$ cat config.mk
export PLATFORM = sky130hd
export DESIGN_NAME = rpn_stack_eval
export DESIGN_NICKNAME = d
export VERILOG_FILES = /design/src/rtl/rpn_pkg.sv /design/src/rtl/rpn_stack_mem.sv /design/src/rtl/rpn_alu.sv /design/src/rtl/rpn_ctrl.sv /design/src/rtl/rpn_stack_eval.sv
export SDC_FILE = /design/constraint.sdc
export NUM_CORES = 1
export LEC_CHECK = 0
export BUFFER_PORTS_ARGS = -buffer_cell sky130_fd_sc_hd__buf_2
export CAP_MARGIN = 30
export CORE_MARGIN = 5
export CORE_UTILIZATION = 40
export DETAILED_ROUTE_END_ITERATION = 10
export PLACE_DENSITY_LB_ADDON = 0.2
export SKIP_CTS_REPAIR_TIMING = 1
export SLEW_MARGIN = 20
export SYNTH_ARGS = -nofsm -noshare
export SYNTH_HDL_FRONTEND = slang
export SYNTH_SLANG_ARGS = --single-unit
export TNS_END_PERCENT = 1
$ cat constraint.sdc
create_clock -name clk -period 9.6 [get_ports clk]
set_clock_uncertainty 0.1 [all_clocks]
set_input_delay 0.48 -clock clk [delete_from_list [all_inputs] [get_ports clk]]
set_output_delay 0.48 -clock clk [all_outputs]
set_load 0.1 [all_outputs]
$ cat src/rtl/rpn_pkg.sv
package rpn_pkg;
  typedef enum logic [1:0] {
    OP_PUSH = 2'b00,
    OP_ADD  = 2'b01,
    OP_MUL  = 2'b10,
    OP_POP  = 2'b11
  } rpn_op_e;
endpackage

$ cat src/rtl/rpn_stack_mem.sv
module rpn_stack_mem #(
  parameter int DATA_W = 16,
  parameter int DEPTH  = 8,
  localparam int PTR_W = (DEPTH > 1) ? $clog2(DEPTH) : 1
) (
  input  logic              clk,
  input  logic              rst_n,
  input  logic              wr_en,
  input  logic [PTR_W-1:0]  wr_idx,
  input  logic [DATA_W-1:0] wr_val,
  input  logic [PTR_W-1:0]  top_idx,
  input  logic [PTR_W-1:0]  nxt_idx,
  output logic [DATA_W-1:0] top_val,
  output logic [DATA_W-1:0] nxt_val
);
  logic [DATA_W-1:0] slot [DEPTH];

  for (genvar g = 0; g < DEPTH; g++) begin : g_slot
    always_ff @(posedge clk) begin
      if (!rst_n)
        slot[g] <= '0;
      else if (wr_en && (wr_idx == PTR_W'(g)))
        slot[g] <= wr_val;
    end
  end

  always_comb begin
    top_val = '0;
    nxt_val = '0;
    for (int i = 0; i < DEPTH; i++) begin
      if (top_idx == PTR_W'(i)) top_val = slot[i];
      if (nxt_idx == PTR_W'(i)) nxt_val = slot[i];
    end
  end
endmodule

$ cat src/rtl/rpn_alu.sv
module rpn_alu #(
  parameter int DATA_W = 16
) (
  input  logic              is_mul,
  input  logic [DATA_W-1:0] lhs,
  input  logic [DATA_W-1:0] rhs,
  output logic [DATA_W-1:0] res
);
  function automatic logic [DATA_W-1:0] f_add(input logic [DATA_W-1:0] a,
                                              input logic [DATA_W-1:0] b);
    return a + b;
  endfunction

  function automatic logic [DATA_W-1:0] f_mul(input logic [DATA_W-1:0] a,
                                              input logic [DATA_W-1:0] b);
    return a * b;
  endfunction

  assign res = is_mul ? f_mul(lhs, rhs) : f_add(lhs, rhs);
endmodule

$ cat src/rtl/rpn_ctrl.sv
module rpn_ctrl
  import rpn_pkg::*;
#(
  parameter int DATA_W = 16,
  parameter int DEPTH  = 8,
  localparam int PTR_W = (DEPTH > 1) ? $clog2(DEPTH) : 1,
  localparam int CNT_W = $clog2(DEPTH + 1)
) (
  input  logic              clk,
  input  logic              rst_n,
  input  logic              cmd_valid,
  input  logic [1:0]        cmd_op,
  input  logic [DATA_W-1:0] cmd_data,
  input  logic [DATA_W-1:0] top_val,
  input  logic [DATA_W-1:0] alu_res,
  output logic              alu_is_mul,
  output logic              wr_en,
  output logic [PTR_W-1:0]  wr_idx,
  output logic [DATA_W-1:0] wr_val,
  output logic [PTR_W-1:0]  top_idx,
  output logic [PTR_W-1:0]  nxt_idx,
  output logic [CNT_W-1:0]  count,
  output logic              err,
  output logic              out_valid,
  output logic [DATA_W-1:0] out_data
);
  rpn_op_e op;
  logic is_push, is_bin, is_pop;
  logic full, has_one, has_two;
  logic push_ok, bin_ok, pop_ok, bad_cmd;

  assign op      = rpn_op_e'(cmd_op);
  assign is_push = cmd_valid && (op == OP_PUSH);
  assign is_bin  = cmd_valid && ((op == OP_ADD) || (op == OP_MUL));
  assign is_pop  = cmd_valid && (op == OP_POP);

  assign full    = (count == CNT_W'(DEPTH));
  assign has_one = (count != '0);
  assign has_two = (count > CNT_W'(1));

  assign push_ok = is_push && !full;
  assign bin_ok  = is_bin && has_two;
  assign pop_ok  = is_pop && has_one;
  assign bad_cmd = (is_push && full) || (is_bin && !has_two) || (is_pop && !has_one);

  assign top_idx    = PTR_W'(count - CNT_W'(1));
  assign nxt_idx    = PTR_W'(count - CNT_W'(2));
  assign alu_is_mul = (op == OP_MUL);

  assign wr_en  = push_ok || bin_ok;
  assign wr_idx = push_ok ? PTR_W'(count) : nxt_idx;
  assign wr_val = push_ok ? cmd_data : alu_res;

  always_ff @(posedge clk) begin
    if (!rst_n) begin
      count     <= '0;
      err       <= 1'b0;
      out_valid <= 1'b0;
      out_data  <= '0;
    end else begin
      out_valid <= pop_ok;
      if (pop_ok) out_data <= top_val;
      if (push_ok)              count <= count + CNT_W'(1);
      else if (bin_ok || pop_ok) count <= count - CNT_W'(1);
      if (bad_cmd) err <= 1'b1;
    end
  end

  AST_COUNT_BOUND: assert property (@(posedge clk) disable iff (!rst_n)
    count <= CNT_W'(DEPTH));
  AST_PUSH_GROWS: assert property (@(posedge clk) disable iff (!rst_n)
    push_ok |=> count == $past(count) + CNT_W'(1));
  AST_BIN_SHRINKS: assert property (@(posedge clk) disable iff (!rst_n)
    bin_ok |=> count == $past(count) - CNT_W'(1));
  AST_POP_EMITS: assert property (@(posedge clk) disable iff (!rst_n)
    pop_ok |=> out_valid && (out_data == $past(top_val)));
  AST_BAD_HOLDS: assert property (@(posedge clk) disable iff (!rst_n)
    bad_cmd |=> err && $stable(count) && !out_valid);
  AST_ERR_STICKY: assert property (@(posedge clk) disable iff (!rst_n)
    err |=> err);
  AST_IDLE_QUIET: assert property (@(posedge clk) disable iff (!rst_n)
    !cmd_valid |=> $stable(count) && !out_valid);
endmodule

$ cat src/rtl/rpn_stack_eval.sv
module rpn_stack_eval #(
  parameter int DATA_W = 16,
  parameter int DEPTH  = 8,
  localparam int PTR_W = (DEPTH > 1) ? $clog2(DEPTH) : 1,
  localparam int CNT_W = $clog2(DEPTH + 1)
) (
  input  logic              clk,
  input  logic              rst_n,
  input  logic              cmd_valid,
  output logic              cmd_ready,
  input  logic [1:0]        cmd_op,
  input  logic [DATA_W-1:0] cmd_data,
  output logic              out_valid,
  output logic [DATA_W-1:0] out_data,
  output logic [DATA_W-1:0] top_data,
  output logic [CNT_W-1:0]  stack_count,
  output logic              err
);
  logic              alu_is_mul, wr_en;
  logic [PTR_W-1:0]  wr_idx, top_idx, nxt_idx;
  logic [DATA_W-1:0] wr_val, top_val, nxt_val, alu_res;

  assign cmd_ready = 1'b1;

  rpn_ctrl #(.DATA_W(DATA_W), .DEPTH(DEPTH)) u_ctrl (
    .clk(clk), .rst_n(rst_n), .cmd_valid(cmd_valid), .cmd_op(cmd_op),
    .cmd_data(cmd_data), .top_val(top_val), .alu_res(alu_res),
    .alu_is_mul(alu_is_mul), .wr_en(wr_en), .wr_idx(wr_idx), .wr_val(wr_val),
    .top_idx(top_idx), .nxt_idx(nxt_idx), .count(stack_count), .err(err),
    .out_valid(out_valid), .out_data(out_data)
  );

  rpn_stack_mem #(.DATA_W(DATA_W), .DEPTH(DEPTH)) u_mem (
    .clk(clk), .rst_n(rst_n), .wr_en(wr_en), .wr_idx(wr_idx), .wr_val(wr_val),
    .top_idx(top_idx), .nxt_idx(nxt_idx), .top_val(top_val), .nxt_val(nxt_val)
  );

  // second entry from the top is the left operand
  rpn_alu #(.DATA_W(DATA_W)) u_alu (
    .is_mul(alu_is_mul), .lhs(nxt_val), .rhs(top_val), .res(alu_res)
  );

  assign top_data = (stack_count != '0) ? top_val : '0;

  AST_EMPTY_TOP_ZERO: assert property (@(posedge clk) disable iff (!rst_n)
    (stack_count == '0) |-> (top_data == '0));
endmodule

---- After elaboration in Yosys (flattened, before gate mapping) ----
Memories as Yosys holds them, arrays and structs flattened.
Index checks and enable logic that the tools add are counted.
W data, S select, Z words.
storage, ports and cells
  bits in registers ....................... 22
  input bits .............................. 21
  word-level logic and storage cells ...... 130
  output and inout bits ................... 39
  memories ................................ 1
  memory bits (writable) .................. 128
memories
  name        depth  bits a word  read ports  clocked after Yosys merged registers in  write ports  line                 source
  u_mem.slot  8      16           8           0                                        8            rpn_stack_mem.sv:16  logic [DATA_W-1:0] slot [DEPTH];
operators by class
  multipliers ............................. 1
  reductions and logical operators ........ 31
  equal/unequal tests ..................... 25
  $add $sub $neg .......................... 4
  magnitude comparators ................... 1
  bitwise gates (word level) .............. 8
  mux-type cells .......................... 55
operators by type and width
  operator               count
  $mux W16               27
  $eq A3 B3 Y1 const B   12
  $mux W1                25
  $eq A3 B2 Y1 const B   6
  $logic_and A1 B1 Y1    17
  $add A16 B16 Y16       1
  $mul A16 B16 Y16       1
  $eq A3 B1 Y1 const B   3
  $logic_not A3 Y1       3
  $mux W4                2
  $or A1 B1 Y1           8
  $logic_or A1 B1 Y1     5
  $add A4 B1 Y4 const B  1
  $eq A2 B2 Y1 const B   2
  $eq A4 B4 Y1 const B   1
  $gt A4 B1 Y1 const B   1
  $reduce_bool A4 Y1     1
  $sub A4 B1 Y4 const B  1
  $logic_not A1 Y1       3
  $mux W3                1
  $sub A3 B2 Y3 const B  1
  $eq A2 B1 Y1 const B   1
  $logic_not A2 Y1       1
  $reduce_bool A2 Y1     1

---- Depth between registers and ports, before layout ----
  word-level depth ........................ 14
  mapped depth ............................ 35
  gate-level depth less buffers ........... 31

---- Cells and area by module ----
A second synthesis with hierarchy kept.
unflattened totals
  cells, all modules ...................... 1314
  area total of the unflattened synthesis .. 13249.0 um^2
by module, submodules not included
  module          sequential area each (um^2)  cells an instance  area an instance (um^2)  times used
  rpn_stack_mem   3843.7                       571                6971.7                   1
  rpn_alu         0.0                          570                4692.0                   1
  rpn_ctrl        440.4                        147                1322.5                   1
  rpn_stack_eval  0.0                          26                 262.8                    1

---- Worst setup path after synthesis ----
OpenSTA, ideal clock, no wires.
  kind .................................... register to register
  start point ............................. reg u_ctrl.count[0]
  end point ............................... mem u_mem.slot[1][15] (netlist: u_mem.slot[0][31]) (data pin)
  path buffers ............................ 5
  data required time ...................... 9.229 ns
  clock period less this slack ............ 8.694 ns
  library setup time ...................... 0.271 ns
  cell stages (with the launch flop) ...... 32
  setup slack ............................. 0.906 ns
  data arrival time ....................... 8.323 ns
  path through ............................ dfxtp_1 > clkbuf_1 > inv_1 > ha_1 > buf_4 > xnor2_4 > buf_4 > buf_6 > a2111oi_0 > or2_2 > clkbuf_1 > inv_1 > nand2_1 > fa_1 > fa_1 > inv_1 > fa_1 > fa_1 > inv_1 > fa_1 > fa_1 > xor2_1 > xnor2_1 > xnor2_1 > xnor2_1 > xnor2_1 > xnor3_1 > xnor3_1 > xnor3_1 > xor2_1 > a211oi_4 > nor3_1
RTL lines
  item                    line                 source
  from (decl)             rpn_ctrl.sv:22       output logic [CNT_W-1:0] count,
  from (signal assigned)  rpn_ctrl.sv:63       if (push_ok) count <= count + CNT_W'(1);
  from (signal assigned)  rpn_ctrl.sv:64       else if (bin_ok || pop_ok) count <= count - CNT_W'(1);
  to (decl)               rpn_stack_mem.sv:16

==> results.yml <==
setup_path:
  reg2reg_slack_ps: 560
  r2r_start: "u_ctrl.count[1]"
  critPathArrivalTime_ps: 9070
  r2r-end: "u_mem.slot[1][15]"
  cpMostUsedCell: "fa_1"
  crit_family: "adder cells"
  endpoint_kind: "flip-flop"
  timing_worst_setup_path_type: "reg2reg"
  crit_buf_inv: 7
  start_kind: "flip-flop"
  r2r_cells: 30
  critical_path_depth: 30
  cp.required_ps: 9630
  slowest_stage: "dfxtp_1"
  path_max_fanout: 15
  crit_path_max_incr_delay_ps: 620
drt:
  wl_per_cell_um: 22.7
  routed.top_layer: "met5"
  wl_met2_um: 21200
  via_count: 11053
  dr.first_iter.drc_count: 1263
  final_antenna_net_count: 0
  wl_met1_um: 18200
  met3_length_um: 3420
  post-route-drc-count: 0
  dr.pass1.iters: 6
  postRouteWirelength_um: 44900
  via_per_inst: 5.58
status:
  outcome: "finished clean"
clocking:
  root_buffer: "clkbuf_16"
  cts-htree-levels: 4
  clockBufferDepth: 2
  clkSlewWorstSetupHoldPaths_ps: 70
  clkSinkCount: 150
  tritoncts: "built"
  cts_made_buffers: 17
  clock_latency_ps: 430
flow_run:
  cap_violations: 0
sta:
  finalHoldViolCount: 0
  relSlewSlack_pct: 30.4
  finalCritPeriodShare_pct: 94.2
  tns_ps: 0
  setup_viol: 0
  rsz0062_at_grt: "no"
  max_freq_mhz: 111
  tightest_slew_ps: 1040
  setup_ws_ps: 557
  min_period_ps: 9040
  maxSlewViolCount: 0
final_layout:
  syn2layout_area_growth_pct: 11.7
  fillers: 3232
  n_antenna_cell: 0
  drive_above_1_share_pct: 12.2
  num-nets-final: 1706
floorplan:
  rows: 66
  chipWidth_um: 191
  io_pins: 60
  dieHeight_um: 191
  initial_core_util_pct: 40.4
  fp.coreArea_um2: 32500
  die_area_um2: 36500
min_path:
  min_from: "u_ctrl.out_data[3]"
  hold_path_class: "reg2reg"
  hold_depth: 2
  hold_end: "u_ctrl.out_data[3]"
place:
  pre_cts_slack_ps: 722
  place_congestion: 0.953
  portBuffers: 58
  dp_hpwl_um: 33200
synthesis:
  synth-edff-count: 128
  async_reset_ff_share_pct: 0
  ys.flop_type: "edfxtp_1"
  synth-seq-area-share_pct: 32.7
  syn_area_um2: 13100
  syn_nets: 1656
  ys.warnings.count: 0
  ys_ff_latch: 150
  synth_cells: 1476
  syn_area_per_cell_um2: 8.89
  synth_cell_types: 84
global_route:
  grt_pass1_vias: 10985
  grtUsageTotal_pct: 24.7
  antenna_found_initial: 1
  overflow: 0
  grt_pass1_wl_um: 67500
  grt_max_degree: 51
==> sequential cells by signal, indices dropped and copies added, names as in the netlist <==
| name | count |
|---|---|
| u_ctrl.count | 4 |
| u_ctrl.err | 1 |
| u_ctrl.out_data | 16 |
| u_ctrl.out_valid | 1 |
| u_mem.slot | 128 |
==> cell usage after synthesis (13+ instances only) <==
master | count | share of area, %
clkbuf_1 | 37 | 1.1
nor2_1 | 211 | 6.0
xor2_1 | 19 | 1.3
nand2_1 | 215 | 6.2
fa_1 | 80 | 12
o21ai_0 | 62 | 2.4
inv_1 | 163 | 4.7
dfxtp_1 | 22 | 3.4
and2_1 | 22 | 1.0
edfxtp_1 | 128 | 29
nor2b_1 | 13 | 0.62
a21oi_1 | 70 | 2.7
nand3_1 | 22 | 0.84
buf_2 | 22 | 0.84
nor3_1 | 29 | 1.1
o211ai_1 | 17 | 0.97
xnor2_1 | 28 | 1.9
ha_1 | 79 | 7.5
nand3b_1 | 19 | 1.1
o21ai_1 | 15 | 0.57
==> metal layers <==
layer | track usage, % | vias up
li1 | - | 5067
met1 | 32.0 | 5346
met2 | 40.7 | 517
met3 | 4.36 | 121
met4 | 10.8 | 2
met5 | 0 | -
==> cells in the final DEF (no fill, tap or decap), types with 19 or more instances in the layout <==
master     count
nand2_1      215
buf_4         48
nor3_1        29
xor2_1        19
a21oi_1       70
buf_2         58
ha_1          76
nand3_1       22
inv_1        163
and2_1        22
xnor2_1       28
fa_1          80
o21ai_0       54
edfxtp_1     128
clkbuf_16     21
nor2_1       211
nand3b_1      19
dfxtp_1       22
==> area by class of cell <==
type,instances,area (um^2),area share [%]
clock inverter,6,47.5,0.324
sequential,150,4280,29.2
tap,442,553,3.77
clock buffer,26,564,3.85
inverter,166,623,4.25
timing repair buffer,114,764,5.22
multi-input combinational,1077,7820,53.3
==> cells by family (layout without fill, tap and decap cells) <==
family,count (synthesis),count (layout),synth area share (%)
simple gates,566,566,18.7
xor+xnor,54,54,4.42
fa+ha+maj,159,159,19.7
buf+inv,249,312,8.19
compound gates,278,278,14.1
other cells,1,1,0.0286
flops,150,150,32.7
mux,19,19,2.14
==> stage by stage <==
| step | hold slack (ps) | area (um^2) | util [%] | cells |
|---|---|---|---|---|
| after floorplan | 631 | 13100 | - | 1476 |
| after global placement | 344 | 13900 | 42.8 | 1937 |
| after detailed placement | 363 | 14000 | 43.1 | 1945 |
| after CTS | 373 | 14600 | 45.0 | 1977 |
| after global routing | 393 | 14700 | 45.2 | 1981 |
| final | 373 | 14700 | 45.2 | 1981 |
==> how the worst max path moves through the flow <==
stage                                from                 to  slack, ps
after floorplan           u_ctrl.count[0]  u_mem.slot[0][31]        910
after global placement    u_ctrl.count[1]  u_mem.slot[0][47]        690
after detailed placement  u_ctrl.count[1]  u_mem.slot[0][15]        720
after CTS                 u_ctrl.count[1]  u_mem.slot[0][15]        660
after global routing      u_ctrl.count[1]  u_mem.slot[1][15]         90
final                     u_ctrl.count[1]  u_mem.slot[1][15]        560
==> tightest hold or removal path, stage by stage, from the launching register on <==
cell      delay [ps]
dfxtp_1          310
nand2_1           50
a21boi_0          70
Power is not shown: default switching activity piles up to over one toggle a cycle in this logic, so the estimate is an artifact.
